==> src/rtl/bhc_pkg.sv <==
package bhc_pkg;

  localparam int CMD_W = 4;

  typedef enum logic {
    ST_IDLE = 1'b0,
    ST_DATA = 1'b1
  } bus_st_t;

  typedef enum logic [2:0] {
    CK_INTACK  = 3'd0,
    CK_BCAST   = 3'd1,
    CK_IORD    = 3'd2,
    CK_IOWR    = 3'd3,
    CK_RSVD    = 3'd4,
    CK_OTHER   = 3'd5
  } cmd_kind_t;

  typedef enum logic [2:0] {
    EC_NONE     = 3'd0,
    EC_MHOLD    = 3'd1,
    EC_THOLD    = 3'd2,
    EC_RSVD     = 3'd3,
    EC_IDLERDY  = 3'd4
  } err_code_t;

  // Map a raw command nibble onto its class.
  function automatic cmd_kind_t classify_cmd(input logic [CMD_W-1:0] c);
    case (c)
      4'b0000:          return CK_INTACK;
      4'b0001:          return CK_BCAST;
      4'b0010:          return CK_IORD;
      4'b0011:          return CK_IOWR;
      4'b0100, 4'b0101: return CK_RSVD;
      default:          return CK_OTHER;
    endcase
  endfunction

  // Lowest code wins when several rules break on one clock.
  function automatic err_code_t first_cause(input logic m_hold, input logic t_hold,
                                            input logic rsvd, input logic idle_rdy);
    if (m_hold)   return EC_MHOLD;
    if (t_hold)   return EC_THOLD;
    if (rsvd)     return EC_RSVD;
    if (idle_rdy) return EC_IDLERDY;
    return EC_NONE;
  endfunction

endpackage

==> src/rtl/bhc_phase_fsm.sv <==
module bhc_phase_fsm
  import bhc_pkg::*;
(
  input  logic             clk,
  input  logic             rst_n,
  input  logic             frame,
  input  logic             irdy,
  input  logic             trdy,
  input  logic             stop,
  input  logic [CMD_W-1:0] cbe,
  output logic             in_data,
  output logic             addr_phase,
  output logic             phase_end,
  output logic             xfer_beat,
  output logic             final_end,
  output logic             abandon,
  output logic             wait_m,
  output logic             wait_t,
  output logic             idle_irdy,
  output logic             rsvd_addr,
  output logic [CMD_W-1:0] cmd_q,
  output cmd_kind_t        cmd_kind
);

  bus_st_t st_q, st_d;

  assign in_data    = (st_q == ST_DATA);
  assign addr_phase = !in_data && frame;
  assign phase_end  = in_data && irdy && (trdy || stop);
  assign xfer_beat  = in_data && irdy && trdy;
  assign final_end  = phase_end && !frame;
  assign abandon    = in_data && !frame && !irdy;
  assign wait_m     = in_data && frame && !irdy;
  assign wait_t     = in_data && irdy && !trdy && !stop;
  assign idle_irdy  = !in_data && !frame && irdy;
  assign rsvd_addr  = addr_phase && (classify_cmd(cbe) == CK_RSVD);

  always_comb begin
    st_d = st_q;
    case (st_q)
      ST_IDLE: if (frame) st_d = ST_DATA;
      ST_DATA: if (final_end || abandon) st_d = ST_IDLE;
      default: st_d = ST_IDLE;
    endcase
  end

  always_ff @(posedge clk) begin
    if (!rst_n) begin
      st_q  <= ST_IDLE;
      cmd_q <= '0;
    end else begin
      st_q <= st_d;
      if (addr_phase) cmd_q <= cbe;
    end
  end

  assign cmd_kind = classify_cmd(cmd_q);

endmodule

==> config.mk <==
export PLATFORM = sky130hd
export DESIGN_NAME = bhc_phase_fsm
export DESIGN_NICKNAME = d
export VERILOG_FILES = /design/src/rtl/bhc_pkg.sv /design/src/rtl/bhc_phase_fsm.sv
export SDC_FILE = /design/constraint.sdc
export NUM_CORES = 1
export LEC_CHECK = 0
export BUFFER_PORTS_ARGS = -buffer_cell sky130_fd_sc_hd__buf_2
export CAP_MARGIN = 10
export CORE_AREA = 2 2 39 41
export CTS_CLUSTER_DIAMETER = 120
export DETAILED_ROUTE_END_ITERATION = 10
export DIE_AREA = 0 0 41 43
export GPL_ROUTABILITY_DRIVEN = 0
export PLACE_DENSITY = 0.6
export SYNTH_ARGS = -nofsm -noshare
export SYNTH_HDL_FRONTEND = slang
export SYNTH_SLANG_ARGS = --single-unit
export TNS_END_PERCENT = 50
==> constraint.sdc <==
create_clock -name clk -period 1 [get_ports clk]
set_input_delay 0.05 -clock clk [delete_from_list [all_inputs] [get_ports clk]]
set_output_delay 0.05 -clock clk [all_outputs]
set_load 0.02 [all_outputs]
# After elaboration in Yosys (flattened, before gate mapping)

Index checks and enable logic that the tools add are counted.

Logic and storage cells: 44
Register bits after elaboration: 5
Output and inout port bits: 17
Input port bits: 10

Reductions and logical operators: 25
Bitwise logic cells: 1
Muxes and demuxes: 5
Eq/ne operators: 11

Operators with widths:

| cell                                                             | number |
|---|---|
| 3-bit one-hot mux with 5 select lines                            | 2 |
| 4-bit by 2-bit == test with 1-bit output (second input constant) | 4 |
| 4-bit by 3-bit == test with 1-bit output (second input constant) | 4 |
| 1-bit logical AND                                                | 14 |
| 4-bit by 1-bit == test with 1-bit output (second input constant) | 2 |
| 4-bit logical NOT                                                | 2 |
| 1-bit logical NOT                                                | 5 |
| 2-bit OR reduction                                               | 2 |
| 3-bit == test (second input constant)                            | 1 |
| 1-bit logical OR                                                 | 2 |
| 1-bit two-way mux                                                | 2 |
| 1-bit one-hot mux with 2 select lines                            | 1 |
| 1-bit inverter                                                   | 1 |

# Logic depth before layout (Yosys ltp)

Gate-level depths: netlist of the first run.

Depth in word-level cells: 6
Gate-level depth with buffers: 4
Depth with buffers taken out: 3

# Least setup slack after synthesis of the first run

No wires, ideal clock.

Path type: register to output
Start point: reg st_q (netlist: in_data)
End point: out final_end
Path buffers: 0
Arrival time: 1.193 ns
Stages on the path, launching flop included: 3
Slack: -0.243 ns
Cells stage by stage: dfxtp_1 -> nand2_1 -> nor3_1

Cells in the longest elaborated chain, start to end: 3

RTL lines:

| item                            | RTL line            | text |
|---|---|---|
| start, declared                 | bhc_phase_fsm.sv:25 | `bus_st_t st_q, st_d;` |
| start signal, assigned          | bhc_phase_fsm.sv:52 | `st_q <= st_d;` |
| 1-bit logical AND (2 in series) | bhc_phase_fsm.sv:29 | `assign phase_end = in_data && irdy && (trdy \|\| stop);` |
| 1-bit logical AND               | bhc_phase_fsm.sv:31 | `assign final_end = phase_end && !frame;` |
| end, declared                   | bhc_phase_fsm.sv:15 | `output logic final_end,` |

No other way between the ends.

# Final worst setup path of the first run

Start point: reg cmd_q[3]
End point: out cmd_kind[0]

Cells in the longest elaborated chain, start to end: 3
Elaborated cells between the ends (all ways): 8

RTL lines:

| item                                     | RTL line            | text |
|---|---|---|
| start, declared                          | bhc_phase_fsm.sv:21 | `output logic [CMD_W-1:0] cmd_q,` |
| start signal, assigned                   | bhc_phase_fsm.sv:50 | `cmd_q <= '0;` |
| start signal, assigned                   | bhc_phase_fsm.sv:53 | `if (addr_phase) cmd_q <= cbe;` |
| 4-bit by 3-bit == test with 1-bit output | bhc_pkg.sv:29       | `case (c)` |
| 2-bit OR reduction                       | bhc_pkg.sv:29       |  |
| 3-bit one-hot mux with 5 select lines *  | bhc_pkg.sv:29       |  |
| end, declared                            | bhc_phase_fsm.sv:22 | `output cmd_kind_t cmd_kind` |

Mark *: on every way between the ends. The rest lies on a longest branch, timed or not.

==> results of run 1 <==
## worst max-delay path, cell delays in order (launching register included)
cell and delay, ns:
dfxtp_2 0.32, buf_6 0.11, a211o_1 0.27, buf_6 0.13
## cell type report
cell class | instances | area, um^2 | share of cell area, %
inverter | 1 | 3.754 | 0.6012
timing repair buffer | 32 | 242.7 | 38.88
clock buffer | 4 | 26.28 | 4.208
tap | 16 | 20.02 | 3.206
multi-input combinational | 25 | 222.7 | 35.67
sequential | 5 | 108.9 | 17.43
## layout by cell type (no fill, tap or decap)
master / instances
dfxtp_2: 1
nor2b_4: 1
nor2_4: 1
nand2_4: 1
nor3_2: 1
nor3b_2: 2
and3_4: 1
clkbuf_4: 3
clkbuf_1: 1
buf_4: 8
nor3_4: 1
o21a_1: 1
buf_6: 10
nor2b_1: 5
dfxtp_1: 2
inv_1: 1
or2_4: 1
dfxtp_4: 2
and3b_2: 1
a211o_1: 1
and3_1: 1
buf_2: 14
mux2i_1: 4
nor2_1: 3
## state kept, by name, indices dropped and copies added (netlist names)
register and count:
cmd_q 4, in_data 1
## power by group through the flow
| stage | Combinational, mW | Clock [mW] | Sequential [mW] |
|---|---|---|---|
| global route | 0.248 | 0.274 | 0.227 |
| CTS | 0.224 | 0.251 | 0.227 |
| global placement | 0.176 | 0 | 0.227 |
| finish | 0.231 | 0.241 | 0.225 |
| detailed placement | 0.176 | 0 | 0.228 |
| floorplan | 0.0959 | 0 | 0.241 |
## stage by stage
step	area (um^2)	utilization, %	TNS [ns]	instances	hold WS [ns]
after global routing	624.3	45.12	-1.461	83	0.05419
after global placement	471.7	34.09	0	74	0.3182
after detailed placement	471.7	34.09	0	74	0.3129
after CTS	601.8	43.49	-0.5444	82	0.05736
final	624.3	45.12	-0.6554	83	0.06051
after floorplan	325.3	-	0	32	0.1339
## cells by family (layout without fill, tap and decap cells)
family | after synthesis | after routing | synth area share (%)
compound gates | 2 | 2 | 5.510
simple gates | 19 | 19 | 41.95
mux | 4 | 4 | 13.56
flops | 5 | 5 | 33.90
buf+inv | 2 | 37 | 5.083
## per-layer routing
layer	up-vias	wire, um	track usage, %
li1	179	-	-
met1	168	328	10.61
met2	16	451	18.44
met3	0	76	9.424
met4	0	0	2.000
met5	-	0	0
## worst paths after layout
| kind | from | slack (ns) | to | cells after the start |
|---|---|---|---|---|
| setup / recovery | cmd_q[3] | -0.14 | cmd_kind[0] | 3 |
| hold / removal | rst_n | 0.06 | in_data | 2 |
| setup reg to reg | in_data | -0.09 | cmd_q[2] | 5 |
| hold reg to reg | cmd_q[0] | 0.54 | cmd_q[0] | 2 |
## what timing repair did
action / CTS / global route
buffers inserted: 4 / 1
resized for setup: 24 / 5
setup endpoints to repair: 11 / 16
pin swaps: 6 / 2
==> flow_summary.ini, run 1 <==
[route]
vias_per_cell = 4.373
drtPass1Iterations = 2
antenna_left = 0
vias = 363
detail_route.wirelength_um = 857
wire_per_inst_um = 10.33
drcViolationCount = 0
drtIter0Drc = 6

[yosys]
synthCells = 32
synth_area_um2 = 295.3
synth_top_area_share_pct = 33.90
syn_nets = 42
ys_ff_latch = 5
ys_seq_area_share_pct = 33.90
synth_top_cell_by_area = dfxtp_1
ys.flop_type = dfxtp_1
synth_warnings = 0
synth_cell_types = 17
synthTopCellsByCount = dfxtp_1 (5), nor2b_1 (5), mux2i_1 (4), nor2_1 (4), nor3b_1 (2)
synth.top_cells.by_area = dfxtp_1 (34%), mux2i_1 (14%), nor2b_1 (11%)
synth_edf_count = 0
async_reset_ff_share_pct = 0
syn_avg_cell_area_um2 = 9.228

[final_layout]
fillers = 145
drive_gt1_share_pct = 71.64
antenna_cells = 0
syn_to_final_growth_pct = 111.4
nets = 78

[global_routing]
grt_pass1_wl_mm = 1.290
grt_overflow = 0
antenna_found_initial = 0
grt_use_total_pct = 11.35
grt_pass1_vias = 327
grt_max_degree = 8

[timing]
period_share_pct = 114.4
slew_viol_final = 0
rsz0062_at_grt = yes
tightest_slew_ns = 0.1265
fmax_mhz = 873.9
fin_crit_ns = 1.144
finalSetupViolations = 11
relSlewSlack_pct = 91.32
finalHoldViolCount = 0
finalWorstSetupSlack_ns = -0.1443
clock_skew_ns = 0.008464

[worst_setup_path]
crit_fanout = 3
critPathKind = reg -> out
arrival_ns = 1.09
required_ns = 0.95
critPathCaptureType = primary output
startpoint_type = flop

[cts]
clk_latency_ns = 0.25
cts_root_buf = clkbuf_4
path_clk_slew_ns = 0.05
hold_buffers = 0
cts_buffers = 3
cts.sinks = 5
htreeDepth = 1
clock_path_buffers = 2
tritoncts = done

[pwr]
seqPwrFrac_pct = 32.3
p_leak_nw = 0.3234
peakVddDrop_uv = 833.4
power_density_nw_per_um2 = 1117
combPwrFrac_pct = 33.1
power_frac_clock_pct = 34.6
p_sw_mw = 0.2160
internal_power_mw = 0.4812
total_power_mw = 0.6972
switching_share_pct = 30.98

[placed_design]
dp_slack_ns = 0.05031
port_buffers = 26

[floorplan]
start_util_pct = 21.34
row_count = 14
dieArea_um2 = 1763
die_w_um = 41
core_area_um2 = 1384
die_h_um = 43
ioPinCount = 27

[run_status]
status = complete, but fails checks
violations = negative setup slack

[hold_path]
hp-class = in -> reg

[flow_run]
drv_cap = 0
Power figures use the tool's default switching activity.
==> run 2: changes to the inputs <==
--- a/config.mk
+++ b/config.mk
@@ -5,14 +5,14 @@
 export SDC_FILE = /design/constraint.sdc
 export NUM_CORES = 1
 export LEC_CHECK = 0
-export BUFFER_PORTS_ARGS = -buffer_cell sky130_fd_sc_hd__buf_2
 export CAP_MARGIN = 10
 export CORE_AREA = 2 2 39 41
 export CTS_CLUSTER_DIAMETER = 120
 export DETAILED_ROUTE_END_ITERATION = 10
 export DIE_AREA = 0 0 41 43
+export DONT_BUFFER_PORTS = 1
 export GPL_ROUTABILITY_DRIVEN = 0
-export PLACE_DENSITY = 0.6
+export PLACE_DENSITY = 0.42
 export SYNTH_ARGS = -nofsm -noshare
 export SYNTH_HDL_FRONTEND = slang
 export SYNTH_SLANG_ARGS = --single-unit
==> run 2 against run 1 <==
The flow still finishes with violations (negative setup slack); clock skew down 0.0061 ns; worst setup slack improved by 0.065 ns; clock-buffer cell count unchanged; first-iteration DRC count decreased by 83%; die area stayed put; combinational power is 19% lower; global-route usage fell by 0.59 points; flip-flop and latch count unchanged; sequential power about the same; sequential share of layout area is 1.8 points higher; largest cell class is now multi-input combinational cells; highest routed layer is now met4.
==> flow_summary.ini, run 2 (same netlist as run 1, synthesis figures left out) <==
[run_status]
status = complete, but fails checks
violations = negative setup slack

[floorplan]
ioPinCount = 27
start_util_pct = 21.34
dieArea_um2 = 1763
die_w_um = 41
die_h_um = 43
core_area_um2 = 1384
row_count = 14

[timing]
rsz0062_at_grt = yes
finalSetupViolations = 11
tightest_slew_ns = 0.4015
period_share_pct = 108.0
fin_crit_ns = 1.080
relSlewSlack_pct = 73.11
clock_skew_ns = 0.002408
fmax_mhz = 926.2
worst_hold_slack_ns = 0.1331
finalHoldViolCount = 0
finalSetupTns_ns = -0.3867
slew_viol_final = 0
finalWorstSetupSlack_ns = -0.07963

[worst_setup_path]
worstReg2RegStart = in_data
cp_num_buf_inv = 2
r2r_end = cmd_q[1]
critPathCaptureType = primary output
required_ns = 0.95
arrival_ns = 1.03
critPathKind = reg -> out
crit_fanout = 4
crit_chain = buf_6 -> nor3b_2 -> buf_4
critPathMaxStageDelay_ns = 0.36
cp_top_family = flip-flops
rrSetupSlack_ns = 0.03
startpoint_type = flop
cp_slowest_cell = dfxtp_4
ff2ff_path_depth = 4

[placed_design]
port_buffers = 0
placedCellCount = 58
dp_slack_ns = 0.05394

[global_routing]
grt_use_total_pct = 10.75
grt_overflow = 0
grt_pass1_wl_mm = 1.179
grt_pass1_vias = 299
antenna_found_initial = 0
grt_max_degree = 7

[final_layout]
mostFrequentLayoutCells = buf_4 (11), dlygate4sd3_1 (6), nor2b_1 (5)
drive_gt1_share_pct = 58.18
mostFrequentLayoutCell = buf_4
nets = 66
top_register = cmd_q
largest_reg_flops = 4
post-route-util_pct = 40.05
antenna_cells = 0
fin_cells = 71
syn_to_final_growth_pct = 87.71

[route]
vias = 316
vias_per_cell = 4.451
drtIter0Drc = 1
drcViolationCount = 0
detail_route.wirelength_um = 760
antenna_left = 0
drtPass1Iterations = 2
wire_per_inst_um = 10.70

[flow_run]
drv_cap = 0

[hold_path]
hold_path_end = in_data
hp-start = trdy
holdPathStages = 3
hp-class = in -> reg

[cts]
htreeDepth = 1
clk_latency_ns = 0.24
cts_buffers = 3
path_clk_slew_ns = 0.04
tritoncts = done
cts_root_buf = clkbuf_4
cts.sinks = 5
clock_path_buffers = 2

[pwr]
peakVddDrop_uv = 574.8
power_density_nw_per_um2 = 1165
p_leak_nw = 0.2500
==> run 2: changes by cell type in the layout (fill, tap and decap cells not counted), moves of 3 or more <==
cell / before / now
buf_2: 14 / 0
buf_6: 10 / 3
dlygate4sd3_1: 0 / 6
buf_4: 8 / 11
==> run 2: cell type report <==
cell class | instances | area [um^2]
clock buffer | 4 | 26.28
fill | 142 | 829.5
inverter | 1 | 3.754
multi-input combinational | 25 | 221.5
sequential | 5 | 106.4
tap | 16 | 20.02
timing repair buffer | 20 | 176.4
==> run 2: worst max path at each step <==
stage / slack (ns) / startpoint / end / cells after the start
global placement: 0.07 / in_data / cmd_q[2] / 3
floorplan: 0.002 / in_data / in_data / 3
CTS: -0.1 / in_data / idle_irdy / 3
finish: -0.08 / in_data / idle_irdy / 3
detailed placement: 0.05 / in_data / cmd_q[1] / 3
global route: -0.14 / in_data / idle_irdy / 3
==> run 2: metrics by stage <==
step / cell area (um^2) / power [mW]
2_1_floorplan: 325.3 / 0.3373
3_3_place_gp: 416.7 / 0.3752
3_5_place_dp: 416.7 / 0.3767
4_1_cts: 551.8 / 0.6607
5_1_grt: 554.3 / 0.6959
6_report: 554.3 / 0.6458
==> run 2: layer usage <==
metal | share of wire (%) | vias up | GRT usage, %
li1 | - | 155 | -
met3 | 11 | 2 | 8.377
met5 | 0 | - | 0
met2 | 49 | 16 | 15.63
met4 | 1.3 | 0 | 8.000
met1 | 38 | 143 | 9.355
==> run 2: power breakdown <==
part           internal [mW]  switching [mW]
registers              0.213          0.0128
clock network          0.151          0.0820
logic                 0.0969          0.0908
total                  0.460           0.186
==> run 2: repair_timing <==
action                                  CTS  global route
endpoints found under the hold margin     5             0
pin swaps                                 3             1
resized for setup                         9             1
endpoints found under the setup margin   12            16
hold buffers                              6             0
setup buffers                             3             0
==> run 2: worst reg2reg max path, cell delays in order (launching register included) <==
cell and delay (ns):
dfxtp_4 0.36, nor2b_4 0.14, buf_4 0.14, mux2i_1 0.18
nor2b_1 0.06
